$ cat src/rtl/fsp_pkg.sv
package fsp_pkg;

  typedef enum logic [1:0] {
    ST_SEARCH = 2'd0,
    ST_VERIFY = 2'd1,
    ST_LOCKED = 2'd2
  } sync_state_e;

  localparam int CNT_W = 4;

  // loss count of the frame flywheel for a protection code
  function automatic logic [CNT_W-1:0] frame_loss_count(input logic [1:0] code);
    case (code)
      2'b11:   return CNT_W'(3);
      2'b10:   return CNT_W'(5);
      2'b01:   return CNT_W'(7);
      default: return CNT_W'(9);
    endcase
  endfunction

  // loss count of the master-frame flywheel for a protection code
  function automatic logic [CNT_W-1:0] master_loss_count(input logic [1:0] code);
    case (code)
      2'b11:   return CNT_W'(7);
      2'b10:   return CNT_W'(9);
      default: return CNT_W'(11);
    endcase
  endfunction

endpackage

$ cat src/rtl/fsp_front_cfg.sv
module fsp_front_cfg
  import fsp_pkg::*;
(
  input  logic             clk,
  input  logic             rst,
  input  logic             load,
  input  logic [1:0]       code_in,
  output logic [CNT_W-1:0] frame_limit,
  output logic [CNT_W-1:0] master_limit
);

  logic [1:0] code_q;

  // sampled only at frame boundaries so mid-frame writes never split a decision
  always_ff @(posedge clk) begin
    if (rst) begin
      code_q <= 2'b00;
    end else if (load) begin
      code_q <= code_in;
    end
  end

  assign frame_limit  = frame_loss_count(code_q);
  assign master_limit = master_loss_count(code_q);

endmodule

$ cat src/rtl/fsp_flywheel.sv
module fsp_flywheel
  import fsp_pkg::*;
#(
  parameter int PERIOD = 2048,
  parameter int REAR   = 3
) (
  input  logic             clk,
  input  logic             rst,
  input  logic             clr,
  input  logic             tick,
  input  logic             hit,
  input  logic [CNT_W-1:0] front_lim,
  output logic             mark,
  output logic             lock_next,
  output sync_state_e      state_q
);

  localparam int POS_W = (PERIOD > 2) ? $clog2(PERIOD) : 1;
  localparam logic [POS_W-1:0] POS_LAST = POS_W'(PERIOD - 1);
  localparam logic [CNT_W-1:0] REAR_CNT = CNT_W'(REAR);

  logic [POS_W-1:0] pos_q, pos_d, pos_inc;
  logic [CNT_W-1:0] cnt_q, cnt_d, cnt_inc;
  sync_state_e      state_d;
  logic             at_pos0;

  assign at_pos0 = (pos_q == '0);
  assign pos_inc = (pos_q == POS_LAST) ? '0 : pos_q + 1'b1;
  assign cnt_inc = cnt_q + 1'b1;
  assign mark    = tick && at_pos0 && (state_q != ST_SEARCH);

  always_comb begin
    state_d = state_q;
    pos_d   = pos_q;
    cnt_d   = cnt_q;
    if (tick) begin
      unique case (state_q)
        ST_SEARCH: begin
          if (hit) begin
            state_d = ST_VERIFY;
            pos_d   = POS_W'(1);
            cnt_d   = CNT_W'(1);
          end
        end
        ST_VERIFY: begin
          pos_d = pos_inc;
          if (at_pos0) begin
            if (hit) begin
              if (cnt_inc >= REAR_CNT) begin
                state_d = ST_LOCKED;
                cnt_d   = '0;
              end else begin
                cnt_d = cnt_inc;
              end
            end else begin
              state_d = ST_SEARCH;
              pos_d   = '0;
              cnt_d   = '0;
            end
          end
        end
        ST_LOCKED: begin
          pos_d = pos_inc;
          if (at_pos0) begin
            if (hit) begin
              cnt_d = '0;
            end else if (cnt_inc >= front_lim) begin
              state_d = ST_SEARCH;
              pos_d   = '0;
              cnt_d   = '0;
            end else begin
              cnt_d = cnt_inc;
            end
          end
        end
        default: begin
          state_d = ST_SEARCH;
          pos_d   = '0;
          cnt_d   = '0;
        end
      endcase
    end
  end

  assign lock_next = !clr && (state_d == ST_LOCKED);

  always_ff @(posedge clk) begin
    if (rst || clr) begin
      state_q <= ST_SEARCH;
      pos_q   <= '0;
      cnt_q   <= '0;
    end else begin
      state_q <= state_d;
      pos_q   <= pos_d;
      cnt_q   <= cnt_d;
    end
  end

  // lock is never reached straight from search
  a_r3_no_direct_lock: assert property (@(posedge clk) disable iff (rst)
    (state_q == ST_SEARCH) |=> (state_q != ST_LOCKED));

  // entering lock needs a qualified hit in the previous cycle
  a_r2_lock_on_hit: assert property (@(posedge clk) disable iff (rst)
    $rose(state_q == ST_LOCKED) |-> $past(tick && hit));

  // no qualified bit, no change
  a_r8_idle_hold: assert property (@(posedge clk) disable iff (rst)
    (!tick && !clr) |=> ($stable(state_q) && $stable(pos_q) && $stable(cnt_q)));

  // an expected hit while locked keeps lock with a cleared miss count
  a_r5_hit_clears: assert property (@(posedge clk) disable iff (rst)
    (state_q == ST_LOCKED && tick && at_pos0 && hit && !clr)
      |=> (state_q == ST_LOCKED && cnt_q == '0));

endmodule

$ cat src/rtl/frame_sync_guard.sv
module frame_sync_guard
  import fsp_pkg::*;
#(
  parameter int FRAME_BITS = 2048,
  parameter int MF_FRAMES  = 16,
  parameter int FR_REAR    = 3,
  parameter int MF_REAR    = 2
) (
  input  logic       clk,
  input  logic       rst,
  input  logic       bit_en,
  input  logic       sync_hit,
  input  logic       mf_hit,
  input  logic       mf_enable,
  input  logic [1:0] front_sel,
  output logic       async_flag,
  output logic       frame_start,
  output logic       mf_lock
);

  sync_state_e      fr_state, mf_state;
  logic             fr_mark, fr_lock_next;
  logic             mf_mark, mf_lock_next;
  logic [CNT_W-1:0] fr_limit, mf_limit;
  logic             code_load, mf_tick, mf_clr;
  logic             start_q;

  assign code_load = fr_mark || (bit_en && sync_hit && fr_state == ST_SEARCH);

  fsp_front_cfg u_cfg (
    .clk          (clk),
    .rst          (rst),
    .load         (code_load),
    .code_in      (front_sel),
    .frame_limit  (fr_limit),
    .master_limit (mf_limit)
  );

  fsp_flywheel #(
    .PERIOD (FRAME_BITS),
    .REAR   (FR_REAR)
  ) u_frame_fw (
    .clk       (clk),
    .rst       (rst),
    .clr       (1'b0),
    .tick      (bit_en),
    .hit       (sync_hit),
    .front_lim (fr_limit),
    .mark      (fr_mark),
    .lock_next (fr_lock_next),
    .state_q   (fr_state)
  );

  // master path advances one step per locked frame
  assign mf_tick = fr_mark && (fr_state == ST_LOCKED);
  assign mf_clr  = !mf_enable || (fr_state != ST_LOCKED);

  fsp_flywheel #(
    .PERIOD (MF_FRAMES),
    .REAR   (MF_REAR)
  ) u_master_fw (
    .clk       (clk),
    .rst       (rst),
    .clr       (mf_clr),
    .tick      (mf_tick),
    .hit       (mf_hit),
    .front_lim (mf_limit),
    .mark      (mf_mark),
    .lock_next (mf_lock_next),
    .state_q   (mf_state)
  );

  always_ff @(posedge clk) begin
    if (rst) begin
      start_q <= 1'b0;
    end else begin
      start_q <= fr_mark && ((fr_state == ST_LOCKED) || fr_lock_next);
    end
  end

  assign frame_start = start_q;
  assign async_flag  = (fr_state != ST_LOCKED);
  assign mf_lock     = (mf_state == ST_LOCKED);

  // a strobe only appears next to a locked cycle
  a_r6_start_near_lock: assert property (@(posedge clk) disable iff (rst)
    frame_start |-> (!async_flag || $past(!async_flag)));

  // master lock requires frame lock and enable one cycle earlier
  a_r11_mf_needs_frame: assert property (@(posedge clk) disable iff (rst)
    mf_lock |-> $past(!async_flag && mf_enable));

endmodule

$ cat config.mk
export PLATFORM = sky130hd
export DESIGN_NAME = frame_sync_guard
export DESIGN_NICKNAME = d
export VERILOG_FILES = /design/src/rtl/fsp_pkg.sv /design/src/rtl/fsp_front_cfg.sv /design/src/rtl/fsp_flywheel.sv /design/src/rtl/frame_sync_guard.sv
export SDC_FILE = /design/constraint.sdc
export NUM_CORES = 1
export LEC_CHECK = 0
export BUFFER_PORTS_ARGS = -buffer_cell sky130_fd_sc_hd__buf_2
export CORE_ASPECT_RATIO = 1.2
export CORE_MARGIN = 5
export CORE_UTILIZATION = 40
export DETAILED_ROUTE_END_ITERATION = 10
export HOLD_SLACK_MARGIN = 0.05
export PLACE_DENSITY_LB_ADDON = 0.15
export RECOVER_POWER = 100
export SKIP_CTS_REPAIR_TIMING = 1
export SLEW_MARGIN = 20
export SYNTH_ARGS = -nofsm -noshare
export SYNTH_HDL_FRONTEND = slang
export SYNTH_SLANG_ARGS = --single-unit
$ cat constraint.sdc
create_clock -name clk -period 6.9 [get_ports clk]
set_input_delay 1.38 -clock clk [delete_from_list [all_inputs] [get_ports clk]]
set_output_delay 1.38 -clock clk [all_outputs]
set_load 0.005 [all_outputs]
### After elaboration in Yosys (flattened, before gate mapping)

Cells that the tools add are included.

* register bits: 30
* input bits: 8
* output and inout port bits: 3
* word-level logic and storage cells: 107

* add/subtract/negate cells: 4
* magnitude comparators: 4
* equality and inequality tests: 20
* muxes and demuxes: 50
* reduce and logical (&&, ||, !) cells: 21

Operator list (number)
* 4-bit 2-to-1 mux: 20
* 11-bit 2-to-1 mux: 7
* 4-bit one-hot mux with 3 select lines: 4
* 11-bit one-hot mux with 3 select lines: 1
* 2-bit 2-to-1 mux: 15
* 4-bit by 1-bit adder with 4-bit output (second input constant): 3
* 2-bit one-hot mux with 3 select lines: 2
* 11-bit by 1-bit adder with 11-bit output (second input constant): 1
* 11-bit == test (second input constant): 1
* 11-bit zero test: 1
* 2-bit == test (second input constant): 5
* 2-bit by 1-bit inequality test with 1-bit output (second input constant): 5
* 4-bit by 2-bit greater-or-equal comparator with 1-bit output (second input constant): 2
* 4-bit greater-or-equal comparator: 2
* 2-bit inequality test (second input constant): 4
* 4-bit one-hot mux with 2 select lines: 1
* 4-bit AND reduction: 2
* 7-bit AND reduction: 1
* 2-bit by 1-bit == test with 1-bit output (second input constant): 3
* 1-bit logical AND: 6
* 4-bit == test (second input constant): 1
* 2-bit zero test: 2
* 4-bit zero test: 1
* 1-bit logical OR: 4
* 4 further kinds: 5

### Longest topological paths before layout

* word-level depth: 11
* gate-level depth with buffers: 9
* gate-level depth less buffers: 9

### By module

A second synthesis with hierarchy kept.

* cell total of the unflattened synthesis: 324
* area total of the unflattened synthesis: 2446.1 µm²

Modules (own cells, without submodules)
* fsp_flywheel (u_frame_fw): instances 1, cells an instance 177, area each 1325.0 µm², sequential area each 340.3 µm²
* fsp_flywheel (u_master_fw): instances 1, cells an instance 116, area each 863.3 µm², sequential area each 200.2 µm²
* fsp_front_cfg: instances 1, cells an instance 20, area each 171.4 µm², sequential area each 40.0 µm²
* frame_sync_guard: instances 1, cells an instance 11, area each 86.3 µm², sequential area each 20.0 µm²

### Least setup slack after synthesis

No wires, ideal clock.

* path kind: input port to flip-flop
* start point: input port bit_en
* end point: register u_master_fw.cnt_q[1]
* library setup time: 0.071 ns
* data arrival time: 2.599 ns
* data required time: 6.829 ns
* slack: 4.230 ns
* stages on the path: 5
* buffers on the path: 1
* cells stage by stage: clkbuf_8 -> o211ai_1 -> or3_4 -> or4_1 -> a21oi_1

* word-level cells in the longest chain between the ends: 4

RTL lines
* start, declared: RTL line frame_sync_guard.sv:11 `input logic bit_en,`
* 1-bit logical AND (2 in series): RTL line fsp_flywheel.sv:30 `assign mark = tick && at_pos0 && (state_q != ST_SEARCH);`
* 1-bit logical AND: RTL line frame_sync_guard.sv:55 `assign mf_tick = fr_mark && (fr_state == ST_LOCKED);`
* 4-bit AND reduction (no line)
* end signal, assigned: RTL line fsp_flywheel.sv:95 `cnt_q <= cnt_d;`
* end, declared: RTL line fsp_flywheel.sv:23 `logic [CNT_W-1:0] cnt_q, cnt_d, cnt_inc;`

Every way passes these cells.
A chain may end at the register's enable or synchronous reset.

### Final worst setup path

* start point: register u_frame_fw.state_q[1]
* end point: output port async_flag

* word-level cells in the longest chain between the ends: 1

RTL lines
* start, declared: RTL line fsp_flywheel.sv:15 `output sync_state_e state_q`
* start signal, assigned: RTL line fsp_flywheel.sv:93 `state_q <= state_d;`
* 2-bit inequality test: RTL line frame_sync_guard.sv:82 `assign async_flag = (fr_state != ST_LOCKED);`
* end, declared: RTL line frame_sync_guard.sv:16 `output logic async_flag,`

Every way passes these cells.

==> summary.txt <==
Run status
  – Run status: complete, no violations

Global routing
  – Initial antenna violation count: 0
  – Global-route wire length before repair: 8160 um
  – Leftover overflow at the end of global routing: 0
  – Via count of the first global-routing pass: 1857
  – Total routing usage reported by global routing: 0.157
  – Pin count of the biggest net entering global routing: 14

Drt
  – Remaining antenna violation count after routing: 0
  – Met1 Routed Length: 2150 um
  – Metal2 WL: 2260 um
  – Max layer used: met4
  – Total length of routed wires: 4640 um
  – Wire length on met3: 142 um
  – Routed via count divided by cell count: 5.56
  – DR DRC count: 0
  – Detailed-route wire length per cell: 14.0 um
  – Via Count: 1840
  – Number of iterations in the first detailed-routing pass: 4
  – Number of DRC markers in iteration 0: 67

Place
  – Placed cell count: 325
  – Global placement routability congestion: approximately 0.84
  – Detailed Place HPWL: 3520 um
  – Post-placement cell area: 2140 um^2
  – Number of input and output port buffers inserted: 10

Die
  – Effective utilization at floorplan: 0.413
  – Width of the die: 75.4 um
  – Placeable Area: a little under 5000 um^2
  – Area of the die: 6680 um^2
  – Number of top-level pins: 11
  – Die outline height: 88.5 um
  – Floorplan row count: 28

Timing
  – Setup-failing EPs final: 0
  – Final Hold Vio Count: 0
  – Maximum clock skew at final layout: 0.00820 ns
  – Clock period minus final worst setup slack: 3.03 ns
  – Final setup TNS: 0 ns
  – Rel. slew slack: 0.479
  – Setup repair after global routing missed its margin: false
  – Crit share post-route: 0.439
  – Final max-slew violation count: 0
  – Tightest Pin Transition: 0.782 ns
  – Highest Clock Rate: 330 MHz

Setup path
  – Arrival time at the worst endpoint: 1.65 ns
  – Worst setup path class: reg2out
  – Cells on worst reg2reg path: 9
  – Data required time at the worst endpoint: between 5 and 6 ns
  – Startpoint Class: register
  – Capturing element type of the critical path: output pin
  – Crit Reg-Reg Startpoint: u_master_fw.cnt_q[0]
  – Maximum net fanout on the critical path: 11
  – Startpoint of the most critical setup path: u_frame_fw.state_q[1]

Clocking
  – Clock-pin slew reported for the worst setup and hold paths after clock tree synthesis: 0.06 ns
  – Clock sinks: 30
  – CTS H-Tree Depth: 2
  – Cell at the root of the clock tree: clkbuf_8
  – Inserted Clock Buffers: 5
  – Clock tree from TritonCTS: yes
  – Buffer depth of the longest clock path: 2
  – Clock latency at the later pin of the worst-skew pair: 0.28 ns

Cells and area
  – Area Growth Syn to Fin: 7.61%
  – Count of filler cells inserted in the layout: ~530
  – Fraction of layout instances using a drive strength above 1: 0.0959
  – Non-filler instance count after layout: 331
  – Non-Filler Cell Area, Final: 2210 um^2
  – Number of antenna cells inserted: 0
  – Post-layout net count: 294

Power and ir drop
  – Pwr per Cell Area: 163 nW/um^2
  – Post-layout total power: 0.000360 W
  – Worst voltage drop across the vdd grid: 93.4 uV
  – Leakage: 0.842 nW

Logic synthesis
  – Number of nets in the synthesized netlist: about 280
  – Number of synthesized flops with an enable pin: 0
  – Top FF cell, synth: dfxtp_1
  – Synthesized instance count: 262
  – Fraction of synthesis flops using an asynchronous set or reset pin: 0
  – Combined area of all synthesized cells: 2050 um^2
  – Number of warnings reported in the yosys synthesis log: 0
  – Number of flip-flops and latches in the synthesized netlist: 30
  – Average instance area after synthesis: 7.84 um^2
  – Sequential fraction of the synthesis area: 0.292
  – Distinct cell type count after synthesis: slightly below 60

Worst hold path
  – Worst hold path class: reg2reg
  – Worst hold stages: 2
  – Startpoint of the worst hold path: u_master_fw.cnt_q[3]

Flow run
  – Maximum capacitance violations: 0
-- cell type report --
type | count | area [um^2] | share of cell area
inverters | 19 | 71.3 | 0.0323
flip-flops and latches | 30 | 601 | 0.272
multi-input cells | 206 | 1330 | 0.603
repair buffers | 10 | 47.5 | 0.0215
well taps | 60 | 75.1 | 0.0340
clock buffers | 6 | 82.6 | 0.0374
-- cell usage after synthesis, drive strengths merged (3+ instances only) --
library cell / instances / share of area
xor2: 6 / 0.026
nand2: 29 / 0.053
a311oi: 3 / 0.013
o21ai: 20 / 0.049
a21oi: 21 / 0.051
a31oi: 7 / 0.021
and2b: 3 / 0.013
inv: 18 / 0.033
ha: 14 / 0.085
clkbuf: 6 / 0.016
nand3: 18 / 0.046
nor4: 4 / 0.019
or2: 3 / 0.0091
mux2i: 3 / 0.015
nor2: 19 / 0.035
dfxtp: 30 / 0.29
nand2b: 5 / 0.015
nor3: 6 / 0.015
-- cell families (layout without fill, tap and decap cells) --
family	count (synthesis)	count (layout)	share of synthesized area
AO/OA/AOI/OAI	77	77	0.240
XOR/XNOR	8	8	0.0341
adder cells (fa/ha/maj)	15	15	0.0901
buffers and inverters	26	35	0.0560
flip-flops	30	30	0.292
multiplexers	3	3	0.0146
AND/OR/NAND/NOR	103	103	0.273
-- worst paths after layout --
check                               to  slack [ns]
setup / recovery            async_flag        3.87
hold / removal    u_master_fw.cnt_q[3]        0.46
setup reg to reg  u_master_fw.pos_q[0]        4.30
hold reg to reg   u_master_fw.cnt_q[3]        0.46
-- sequential cells by signal (all words and copies together) (netlist names) --
name                 cells
frame_start              1
u_cfg.code_q             2
u_frame_fw.cnt_q         4
u_frame_fw.pos_q        11
u_frame_fw.state_q       2
u_master_fw.cnt_q        4
u_master_fw.pos_q        4
u_master_fw.state_q      2
-- per-layer routing --
layer,up-vias,track usage
li1,965,-
met1,841,0.190
met2,27,0.269
met3,7,0.0352
met4,0,0.0556
met5,-,0
-- placed cells by master, fill, tap and decap left out, types with 5 or more instances in the layout --
cell      instances
buf_2             8
clkbuf_8          6
a31oi_1           7
dfxtp_1          30
a21oi_1          21
inv_1            18
xor2_1            6
nand2b_1          5
ha_1             14
nand2_1          29
nor2_1           19
nand3_1          17
o21ai_0          20
nor3_1            6
-- power by group --
group | internal [W] | switching [W]
Clock | 0.0000767 | 0.0000613
Combinational | 0.0000153 | 0.0000262
Sequential | 0.000176 | 0.00000467
Total | 0.000268 | 0.0000921
-- critical path: stages (launching register included) --
cell,delay [ns]
dfxtp_1,0.51
nor2b_1,0.53
inv_1,0.19
clkbuf_1,0.15
-- through the flow --
stage	utilization	setup WS, ns	hold WS, ns
6_report	0.444	3.87	0.463
5_1_grt	0.444	3.77	0.505
4_1_cts	0.446	3.88	0.469
3_5_place_dp	0.429	3.96	0.460
3_3_place_gp	0.429	3.97	0.470
2_1_floorplan	-	4.23	0.444
No activity file was read; power rests on OpenSTA's default activity.
